==> config.mk <==
export PLATFORM = sky130hd
export DESIGN_NAME = mf_irq_status
export DESIGN_NICKNAME = d
export VERILOG_FILES = /design/src/rtl/mf_irq_status.sv
export SDC_FILE = /design/constraint.sdc
export NUM_CORES = 1
export LEC_CHECK = 0
export BUFFER_PORTS_ARGS = -buffer_cell sky130_fd_sc_hd__buf_4
export CAP_MARGIN = 20
export CORE_MARGIN = 2
export CORE_UTILIZATION = 42
export CTS_CLUSTER_SIZE = 12
export DETAILED_ROUTE_END_ITERATION = 10
export PLACE_DENSITY = 0.76
export SYNTH_ARGS = -nofsm -noshare
export SYNTH_HDL_FRONTEND = slang
export SYNTH_SLANG_ARGS = --single-unit
==> constraint.sdc <==
create_clock -name clk -period 1.4 [get_ports clk]
set_input_delay 0.14 -clock clk [delete_from_list [all_inputs] [get_ports clk]]
set_output_delay 0.14 -clock clk [all_outputs]
set_load 0.05 [all_outputs]
==> src/rtl/mf_irq_status.sv <==
module mf_irq_status #(
  parameter int          AW        = 8,
  parameter int          DW        = 8,
  parameter int          NQ        = 4,
  parameter logic [7:0]  STAT_ADDR = 8'h15,
  parameter logic [7:0]  MASK_ADDR = 8'h16
) (
  input  logic          clk,
  input  logic          rst_n,
  input  logic          mf_start,
  input  logic          q_valid,
  input  logic [NQ-1:0] q_bits,
  input  logic          cv_hit,
  input  logic          info4_chg,
  input  logic          mf_mode,
  input  logic          loop_transp,
  input  logic          rd_en,
  input  logic          wr_en,
  input  logic [AW-1:0] addr,
  input  logic [DW-1:0] wdata,
  output logic [DW-1:0] rdata,
  output logic          irq
);
  localparam int NB = 4;

  logic [NB-1:0] stat, mask, set;
  logic [NQ-1:0] q_prev;
  logic          q_seen, cv_acc;

  wire cv_en    = !mf_mode && !loop_transp;
  wire stat_rd  = rd_en && addr == AW'(STAT_ADDR);
  wire mask_wr  = wr_en && addr == AW'(MASK_ADDR);
  wire cv_due   = cv_acc || (cv_hit && cv_en);

  assign set[0] = mf_start;
  assign set[1] = q_valid && q_seen && (q_bits != q_prev);
  assign set[2] = mf_start && cv_en && cv_due;
  assign set[3] = info4_chg;

  always_ff @(posedge clk or negedge rst_n)
    if (!rst_n)       stat <= '0;
    else if (stat_rd) stat <= set;
    else              stat <= stat | set;

  always_ff @(posedge clk or negedge rst_n)
    if (!rst_n)       mask <= '1;
    else if (mask_wr) mask <= wdata[NB-1:0];

  always_ff @(posedge clk or negedge rst_n)
    if (!rst_n) begin
      q_prev <= '0;
      q_seen <= 1'b0;
    end else if (q_valid) begin
      q_prev <= q_bits;
      q_seen <= 1'b1;
    end

  always_ff @(posedge clk or negedge rst_n)
    if (!rst_n)        cv_acc <= 1'b0;
    else if (mf_start) cv_acc <= 1'b0;
    else               cv_acc <= cv_due;

  always_comb begin
    rdata = '0;
    if (addr == AW'(STAT_ADDR))      rdata[NB-1:0] = stat;
    else if (addr == AW'(MASK_ADDR)) rdata[NB-1:0] = mask;
  end

  assign irq = |(stat & ~mask);

  a_r4_som_sets: assert property (@(posedge clk) disable iff (!rst_n)
    mf_start |=> stat[0]);
  a_r3_read_clears: assert property (@(posedge clk) disable iff (!rst_n)
    (stat_rd && !info4_chg) |=> !stat[3]);
  a_r6_cv_gated: assert property (@(posedge clk) disable iff (!rst_n)
    ((mf_mode || loop_transp) && !stat[2]) |=> !stat[2]);
  a_r8_mask_load: assert property (@(posedge clk) disable iff (!rst_n)
    mask_wr |=> mask == $past(wdata[NB-1:0]));
  a_r10_sticky: assert property (@(posedge clk) disable iff (!rst_n)
    (stat[1] && !stat_rd) |=> stat[1]);
  a_r2_upper_zero: assert property (@(posedge clk) disable iff (!rst_n)
    rdata[DW-1:NB] == '0);
  a_r5_first_q_quiet: assert property (@(posedge clk) disable iff (!rst_n)
    (q_valid && !q_seen && !stat[1]) |=> !stat[1]);
endmodule

==> impl_metrics.xml, run 1 <==
<?xml version="1.0" encoding="UTF-8"?>
<metrics>
  <group name="power">
    <metric name="pwr-share-comb" unit="">0.197</metric>
    <metric name="power.net_switching" unit="mW">0.205</metric>
    <metric name="p_int" unit="mW">0.629</metric>
    <metric name="pwr-share-clk" unit="">0.269</metric>
    <metric name="power.sequential.fraction" unit="">0.534</metric>
    <metric name="power.ir.vdd_worst" unit="uV">647</metric>
    <metric name="power.density" unit="nW/um^2">810</metric>
    <metric name="power.leakage" unit="nW">0.460</metric>
    <metric name="p_sw_frac" unit="">0.246</metric>
  </group>
  <group name="sta">
    <metric name="post-route-period-util" unit="">1.03</metric>
    <metric name="report.final.hold_viol_count" unit="">0</metric>
    <metric name="min_period" unit="ns">1.44</metric>
    <metric name="slew_viol_final" unit="">0</metric>
    <metric name="setup_viol" unit="">2</metric>
    <metric name="max_freq" unit="GHz">0.696</metric>
    <metric name="postLayoutSetupSlackWorst" unit="ns">-0.0368</metric>
    <metric name="clock_skew" unit="ns">0.00660</metric>
    <metric name="rsz0062_at_grt" unit="">yes</metric>
  </group>
  <group name="place">
    <metric name="detailedPlace.worstSlack" unit="ns">0.192</metric>
    <metric name="dpl-instance-area" unit="um^2">945</metric>
    <metric name="place.port_buffers" unit="">30</metric>
    <metric name="globalplace.congestion" unit="">0.759</metric>
  </group>
  <group name="worst_hold_path">
    <metric name="worst_hold_startpoint" unit="">mf_start</metric>
    <metric name="hold-path-endpoint" unit="">cv_acc</metric>
    <metric name="hold_path.class" unit="">input pin to flop</metric>
    <metric name="hold_path_depth" unit="">2</metric>
  </group>
  <group name="worst_setup_path">
    <metric name="critPathBufInv" unit="">2</metric>
    <metric name="rrSetupSlack" unit="ns">0.36</metric>
    <metric name="worst-endpoint-required" unit="ns">1.26</metric>
    <metric name="timing.critical_path.slowest_stage_cell" unit="">dfstp_2</metric>
    <metric name="regToRegEndpoint" unit="">stat[1]</metric>
    <metric name="timing.rr.start" unit="">q_prev[2]</metric>
    <metric name="crit_path_max_incr_delay" unit="ns">0.54</metric>
    <metric name="cp_data_arrival_time" unit="ns">1.30</metric>
    <metric name="timing.reg2reg.worst_path_depth" unit="">3</metric>
    <metric name="worstSetupStartpointType" unit="">flop</metric>
    <metric name="timing.critical_path.fanout_max" unit="">2</metric>
    <metric name="timing.setup.critical_path_class" unit="">flop to output port</metric>
    <metric name="critical_path_cell_by_cell" unit="">inv_2 -&gt; a22oi_2 -&gt; o221ai_2 -&gt; buf_6</metric>
    <metric name="worstSetupEndpointType" unit="">output port</metric>
    <metric name="cell_type_group_with_the_largest_total_delay_on_the_critical_path" unit="">flip-flops</metric>
  </group>
  <group name="cells_and_area">
    <metric name="post-route-cell-area" unit="um^2">1030</metric>
    <metric name="layout-drive-gt1-share" unit="">0.535</metric>
    <metric name="diodes" unit="">0</metric>
    <metric name="flow.area_growth_from_synthesis" unit="%">43.4</metric>
    <metric name="mostFrequentLayoutCell" unit="">buf_4</metric>
    <metric name="mostFrequentLayoutCells" unit="">buf_4 (26), dfrtp_1 (10), nor2_1 (8), mux2_2 (8), buf_6 (6)</metric>
    <metric name="fillCellCount" unit="">128</metric>
    <metric name="finalNetCount" unit="">130</metric>
  </group>
  <group name="drt">
    <metric name="post-route-drc-count" unit="">0</metric>
    <metric name="detailed_routing_iterations_pass_1" unit="">4</metric>
    <metric name="drtIter0Drc" unit="">5</metric>
    <metric name="num_vias" unit="">612</metric>
    <metric name="drt.antenna.violating_nets" unit="">0</metric>
    <metric name="detail_route.wirelength" unit="um">1550</metric>
    <metric name="post_drt_via_cell_ratio" unit="">5.32</metric>
    <metric name="routed_wire_length_per_instance" unit="um">13.5</metric>
  </group>
  <group name="outcome">
    <metric name="failed_checks" unit="">setup timing</metric>
    <metric name="run_status" unit="">complete, but fails checks</metric>
  </group>
  <group name="global_routing">
    <metric name="pin_count_of_the_biggest_net_entering_global_routing" unit="">15</metric>
    <metric name="grt_first_pass_wirelength" unit="um">2370</metric>
    <metric name="grt_use_met2" unit="">0.314</metric>
    <metric name="grt_util_all_layers" unit="">0.163</metric>
    <metric name="number_of_antenna_violations_at_the_first_check_in_global_routing" unit="">0</metric>
    <metric name="grt-busiest-layer" unit="">met2</metric>
    <metric name="grt.met1_usage" unit="">0.173</metric>
    <metric name="vias_in_the_first_global_route" unit="">611</metric>
    <metric name="overflow" unit="">0</metric>
    <metric name="gr-usage-met3" unit="">0.0240</metric>
  </group>
  <group name="synthesis">
    <metric name="syn_avg_cell_area" unit="um^2">11.4</metric>
    <metric name="syn-cell-area" unit="um^2">718</metric>
    <metric name="synth-edff-count" unit="">0</metric>
    <metric name="dominantRegCellSynth" unit="">dfrtp_1</metric>
    <metric name="synth-seq-area-share" unit="">0.495</metric>
    <metric name="syn_inst_count" unit="">63</metric>
    <metric name="postSynth.asyncResetShare" unit="">1.00</metric>
    <metric name="synth.distinct_cells" unit="">21</metric>
    <metric name="ys_ff_latch" unit="">14</metric>
    <metric name="synth-warning-count" unit="">0</metric>
  </group>
  <group name="clock_network">
    <metric name="clk_transition_reported_paths" unit="ns">0.08</metric>
    <metric name="cts.root.buffer_cell" unit="">clkbuf_4</metric>
    <metric name="cts_htree_levels" unit="">1</metric>
    <metric name="clock_sinks" unit="">14</metric>
    <metric name="worst_skew_pair.late_latency" unit="ns">0.27</metric>
    <metric name="clockBufferDepth" unit="">2</metric>
    <metric name="cts_made_buffers" unit="">3</metric>
    <metric name="cts_tree" unit="">yes</metric>
  </group>
  <group name="die">
    <metric name="placementRows" unit="">14</metric>
    <metric name="floorplan.initialDensity" unit="">0.461</metric>
    <metric name="fp.coreArea" unit="um^2">1560</metric>
    <metric name="die_area" unit="um^2">2060</metric>
    <metric name="die_width" unit="um">45.4</metric>
    <metric name="die_height" unit="um">45.4</metric>
    <metric name="ios" unit="">39</metric>
  </group>
  <group name="job">
    <metric name="maxCapViolations" unit="">0</metric>
  </group>
</metrics>
[cell type report]
| cell class | count | area [um^2] | share of cell area |
|---|---|---|---|
| Sequential cell | 14 | 355 | 0.345 |
| Tap cell | 16 | 20.0 | 0.0194 |
| Clock buffer | 4 | 26.3 | 0.0255 |
| Timing Repair Buffer | 33 | 273 | 0.265 |
| Inverter | 4 | 15.0 | 0.0146 |
| Multi-Input combinational cell | 44 | 340 | 0.330 |
[per-layer routing]
layer / routed length (um) / vias up / share of wire
met4: 6 / 0 / 0.0039
met3: 92 / 2 / 0.059
met2: 868 / 28 / 0.56
met1: 580 / 294 / 0.37
met5: 0 / - / 0
li1: - / 288 / -
[sequential cells by signal, summed over array words and instances (netlist names)]
signal and cells:
mask 4, q_prev 4, stat 4, cv_acc 1, q_seen 1
[through the flow]
stage	total power, mW	std cells	setup TNS [ns]	util	hold WS (ns)
2_1_floorplan	0.537	66	0	-	-0.156
3_3_place_gp	0.602	108	0	0.606	-0.00625
3_5_place_dp	0.608	108	0	0.606	-0.00677
4_1_cts	0.837	115	-0.113	0.639	0.0257
5_1_grt	0.881	115	-0.332	0.661	0.0281
6_report	0.834	115	-0.0578	0.661	0.0305
[kinds of logic (layout without fill, tap and decap cells)]
logic type / count (synthesis) / after routing / share of synthesized area
AO/OA/AOI/OAI: 11 / 11 / 0.118
XOR/XNOR: 4 / 4 / 0.0488
buffers and inverters: 8 / 41 / 0.0627
flip-flops: 14 / 14 / 0.495
multiplexers: 8 / 8 / 0.125
other: 1 / 4 / 0.00522
AND/OR/NAND/NOR: 17 / 17 / 0.145
[cell usage after synthesis, drive strengths merged, types with 2 or more instances]
| cell type | n | area (um^2) |
|---|---|---|
| buf | 4 | 30.0 |
| a22oi | 5 | 37.5 |
| nor2 | 8 | 30.0 |
| nand4 | 3 | 33.8 |
| dfstp | 4 | 105 |
| dfrtp | 10 | 250 |
| inv | 4 | 15.0 |
| a21o | 2 | 15.0 |
| xnor2 | 4 | 35.0 |
| mux2 | 8 | 90.1 |
| nand2 | 2 | 7.51 |
[how the worst max path moves through the flow]
stage | from | endpoint | slack [ns] | cells past startpoint
5_1_grt | mask[2] | irq | -0.1 | 4
6_report | mask[2] | irq | -0.04 | 4
3_5_place_dp | addr[3] | rdata[0] | 0.19 | 5
4_1_cts | mask[2] | irq | -0.09 | 4
2_1_floorplan | addr[3] | rdata[0] | 0.004 | 3
3_3_place_gp | mask[2] | irq | 0.19 | 4
[worst reg2reg max path: stages, from the launching register on]
cell	delay (ns)
dfrtp_1	0.40
xnor2_1	0.15
nand4_1	0.11
a32o_1	0.26
[repair_timing]
| action | in CTS | in global routing |
|---|---|---|
| buffers inserted | 2 | 0 |
| gates resized for setup | 0 | 9 |
| pin swaps | 0 | 1 |
| endpoints found under the hold margin | 14 | 0 |
| setup endpoints to repair | 1 | 5 |
| hold buffers | 1 | 0 |
[power by group through the flow]
stage / sequential, mW / combinational (mW) / clock (mW)
6_report: 0.446 / 0.164 / 0.224
2_1_floorplan: 0.448 / 0.0894 / 0
4_1_cts: 0.444 / 0.163 / 0.230
3_3_place_gp: 0.451 / 0.151 / 0
3_5_place_dp: 0.452 / 0.156 / 0
5_1_grt: 0.448 / 0.179 / 0.255
No activity file was read; power rests on OpenSTA's default activity.
==> run 2, diff against run 1 <==
--- a/config.mk
+++ b/config.mk
@@ -12,6 +12,7 @@
 export CTS_CLUSTER_SIZE = 12
 export DETAILED_ROUTE_END_ITERATION = 10
 export PLACE_DENSITY = 0.76
+export REMOVE_ABC_BUFFERS = 1
 export SYNTH_ARGS = -nofsm -noshare
 export SYNTH_HDL_FRONTEND = slang
 export SYNTH_SLANG_ARGS = --single-unit
==> impl_metrics.xml, run 2 (synthesized netlist as in run 1, its figures left out) <==
<?xml version="1.0" encoding="UTF-8"?>
<metrics>
  <group name="worst_setup_path">
    <metric name="startpoint" unit="">mask[2]</metric>
    <metric name="worst-endpoint-required" unit="ns">1.26</metric>
    <metric name="worstSetupEndpointType" unit="">output port</metric>
    <metric name="timing.rr.start" unit="">q_prev[0]</metric>
    <metric name="cp_data_arrival_time" unit="ns">1.29</metric>
    <metric name="worstSetupStartpointType" unit="">flop</metric>
    <metric name="timing.setup.critical_path_class" unit="">flop to output port</metric>
    <metric name="timing.critical_path.fanout_max" unit="">2</metric>
  </group>
  <group name="cells_and_area">
    <metric name="flow.area_growth_from_synthesis" unit="%">44.9</metric>
    <metric name="mostFrequentLayoutCells" unit="">buf_4 (27), dfrtp_1 (10), nor2_1 (8), mux2_2 (8), buf_6 (5)</metric>
    <metric name="diodes" unit="">0</metric>
    <metric name="final_core_util" unit="">0.668</metric>
    <metric name="layout-drive-gt1-share" unit="">0.545</metric>
    <metric name="reg_top3" unit="">mask x4, q_prev x4, stat x4</metric>
    <metric name="finalNetCount" unit="">130</metric>
    <metric name="mostFrequentLayoutCell" unit="">buf_4</metric>
  </group>
  <group name="drt">
    <metric name="routed_wire_length_per_instance" unit="um">12.6</metric>
    <metric name="detailed_routing_iterations_pass_1" unit="">1</metric>
    <metric name="num_vias" unit="">585</metric>
    <metric name="drt.antenna.violating_nets" unit="">0</metric>
    <metric name="post_drt_via_cell_ratio" unit="">5.09</metric>
    <metric name="post-route-drc-count" unit="">0</metric>
    <metric name="detail_route.wirelength" unit="um">1450</metric>
    <metric name="drtIter0Drc" unit="">0</metric>
  </group>
  <group name="worst_hold_path">
    <metric name="worst_hold_startpoint" unit="">mf_start</metric>
    <metric name="hold_path.class" unit="">input pin to flop</metric>
  </group>
  <group name="sta">
    <metric name="postLayoutSetupSlackWorst" unit="ns">-0.0323</metric>
    <metric name="rsz0062_at_grt" unit="">yes</metric>
    <metric name="post-route-period-util" unit="">1.02</metric>
    <metric name="slew_viol_final" unit="">0</metric>
    <metric name="report.final.hold_viol_count" unit="">0</metric>
    <metric name="min_period" unit="ns">1.43</metric>
    <metric name="setup_viol" unit="">2</metric>
    <metric name="max_freq" unit="GHz">0.698</metric>
    <metric name="whs" unit="ns">0.0235</metric>
    <metric name="clock_skew" unit="ns">0.00318</metric>
    <metric name="fin_setup_tns" unit="ns">-0.0535</metric>
  </group>
  <group name="global_routing">
    <metric name="pin_count_of_the_biggest_net_entering_global_routing" unit="">15</metric>
    <metric name="grt_first_pass_wirelength" unit="um">2220</metric>
    <metric name="vias_in_the_first_global_route" unit="">560</metric>
    <metric name="number_of_antenna_violations_at_the_first_check_in_global_routing" unit="">0</metric>
    <metric name="grt_util_all_layers" unit="">0.156</metric>
    <metric name="overflow" unit="">0</metric>
  </group>
  <group name="clock_network">
    <metric name="clock_sinks" unit="">14</metric>
    <metric name="cts.root.buffer_cell" unit="">clkbuf_4</metric>
    <metric name="cts_made_buffers" unit="">3</metric>
    <metric name="worst_skew_pair.late_latency" unit="ns">0.28</metric>
    <metric name="clockBufferDepth" unit="">2</metric>
    <metric name="cts_htree_levels" unit="">1</metric>
    <metric name="clk_transition_reported_paths" unit="ns">0.08</metric>
    <metric name="cts_tree" unit="">yes</metric>
  </group>
  <group name="outcome">
    <metric name="failed_checks" unit="">setup timing</metric>
    <metric name="run_status" unit="">complete, but fails checks</metric>
  </group>
  <group name="place">
    <metric name="detailedPlace.worstSlack" unit="ns">0.198</metric>
    <metric name="place.port_buffers" unit="">30</metric>
    <metric name="globalplace.congestion" unit="">0.727</metric>
  </group>
  <group name="die">
    <metric name="fp.coreArea" unit="um^2">1560</metric>
    <metric name="placementRows" unit="">14</metric>
    <metric name="floorplan.initialDensity" unit="">0.461</metric>
    <metric name="die_width" unit="um">45.4</metric>
    <metric name="die_area" unit="um^2">2060</metric>
    <metric name="ios" unit="">39</metric>
    <metric name="die_height" unit="um">45.4</metric>
  </group>
  <group name="power">
    <metric name="power.ir.vdd_worst" unit="uV">736</metric>
    <metric name="power.density" unit="nW/um^2">852</metric>
    <metric name="power.leakage" unit="nW">0.466</metric>
    <metric name="totalPowerFinal" unit="mW">0.887</metric>
  </group>
  <group name="job">
    <metric name="maxCapViolations" unit="">0</metric>
  </group>
</metrics>
## run 2: cell types whose count changed in the layout (fill, tap and decap cells not counted)
cell      delta
a22oi_1      -1
inv_1        +1
inv_2        -1
clkbuf_8     +1
a22oi_2      +1
clkbuf_1     -1
buf_6        -1
buf_4        +1
## run 2: layout make-up
type,instances,area [um^2]
Multi-Input combinational cell,44,345
Timing Repair Buffer,33,269
Sequential cell,14,355
Clock buffer,4,36.3
Inverter,4,15.0
Tap cell,16,20.0
Fill cell,128,518
## run 2: where the power goes
part / internal (mW) / total [mW] / switching, mW / leakage [nW]
Sequential: 0.429 / 0.444 / 0.0150 / 0.146
Clock: 0.158 / 0.280 / 0.121 / 0.0210
Combinational: 0.0887 / 0.162 / 0.0738 / 0.299
## run 2: what timing repair did
action	in CTS	in global routing
setup endpoints to repair	1	5
pin swaps	0	3
gates resized for setup	0	8
hold buffers	1	0
hold endpoints to repair	14	0
setup buffers	0	2
## run 2: per-layer routing
| layer | vias to the layer above | track usage | routed length (um) |
|---|---|---|---|
| li1 | 289 | - | - |
| met1 | 259 | 0.170 | 583 |
| met2 | 32 | 0.274 | 707 |
| met3 | 5 | 0.0360 | 129 |
| met4 | 0 | 0.0882 | 29 |
| met5 | - | 0 | 0 |
## run 2: through the flow
step,instance area [um^2],instances
2_1_floorplan,699,62
3_5_place_dp,945,108
5_1_grt,1040,115
3_3_place_gp,945,108
4_1_cts,991,113
6_report,1040,115
## run 2: final timing paths
check	endpoint	slack, ns	depth (start not counted)
worst min register to register	q_seen	0.49	1
worst max register to register	stat[1]	0.37	3
worst max-delay path	irq	-0.03	4
worst min-delay path	cv_acc	0.02	2
max in group asynchronous	mask[3]	0.92	2
min in group asynchronous	q_prev[2]	0.24	2
## run 2: critical path: stages (launching register included)
cell      delay, ns
dfstp_2        0.54
inv_1          0.04
a22oi_2        0.15
o221ai_2       0.12
buf_6          0.16
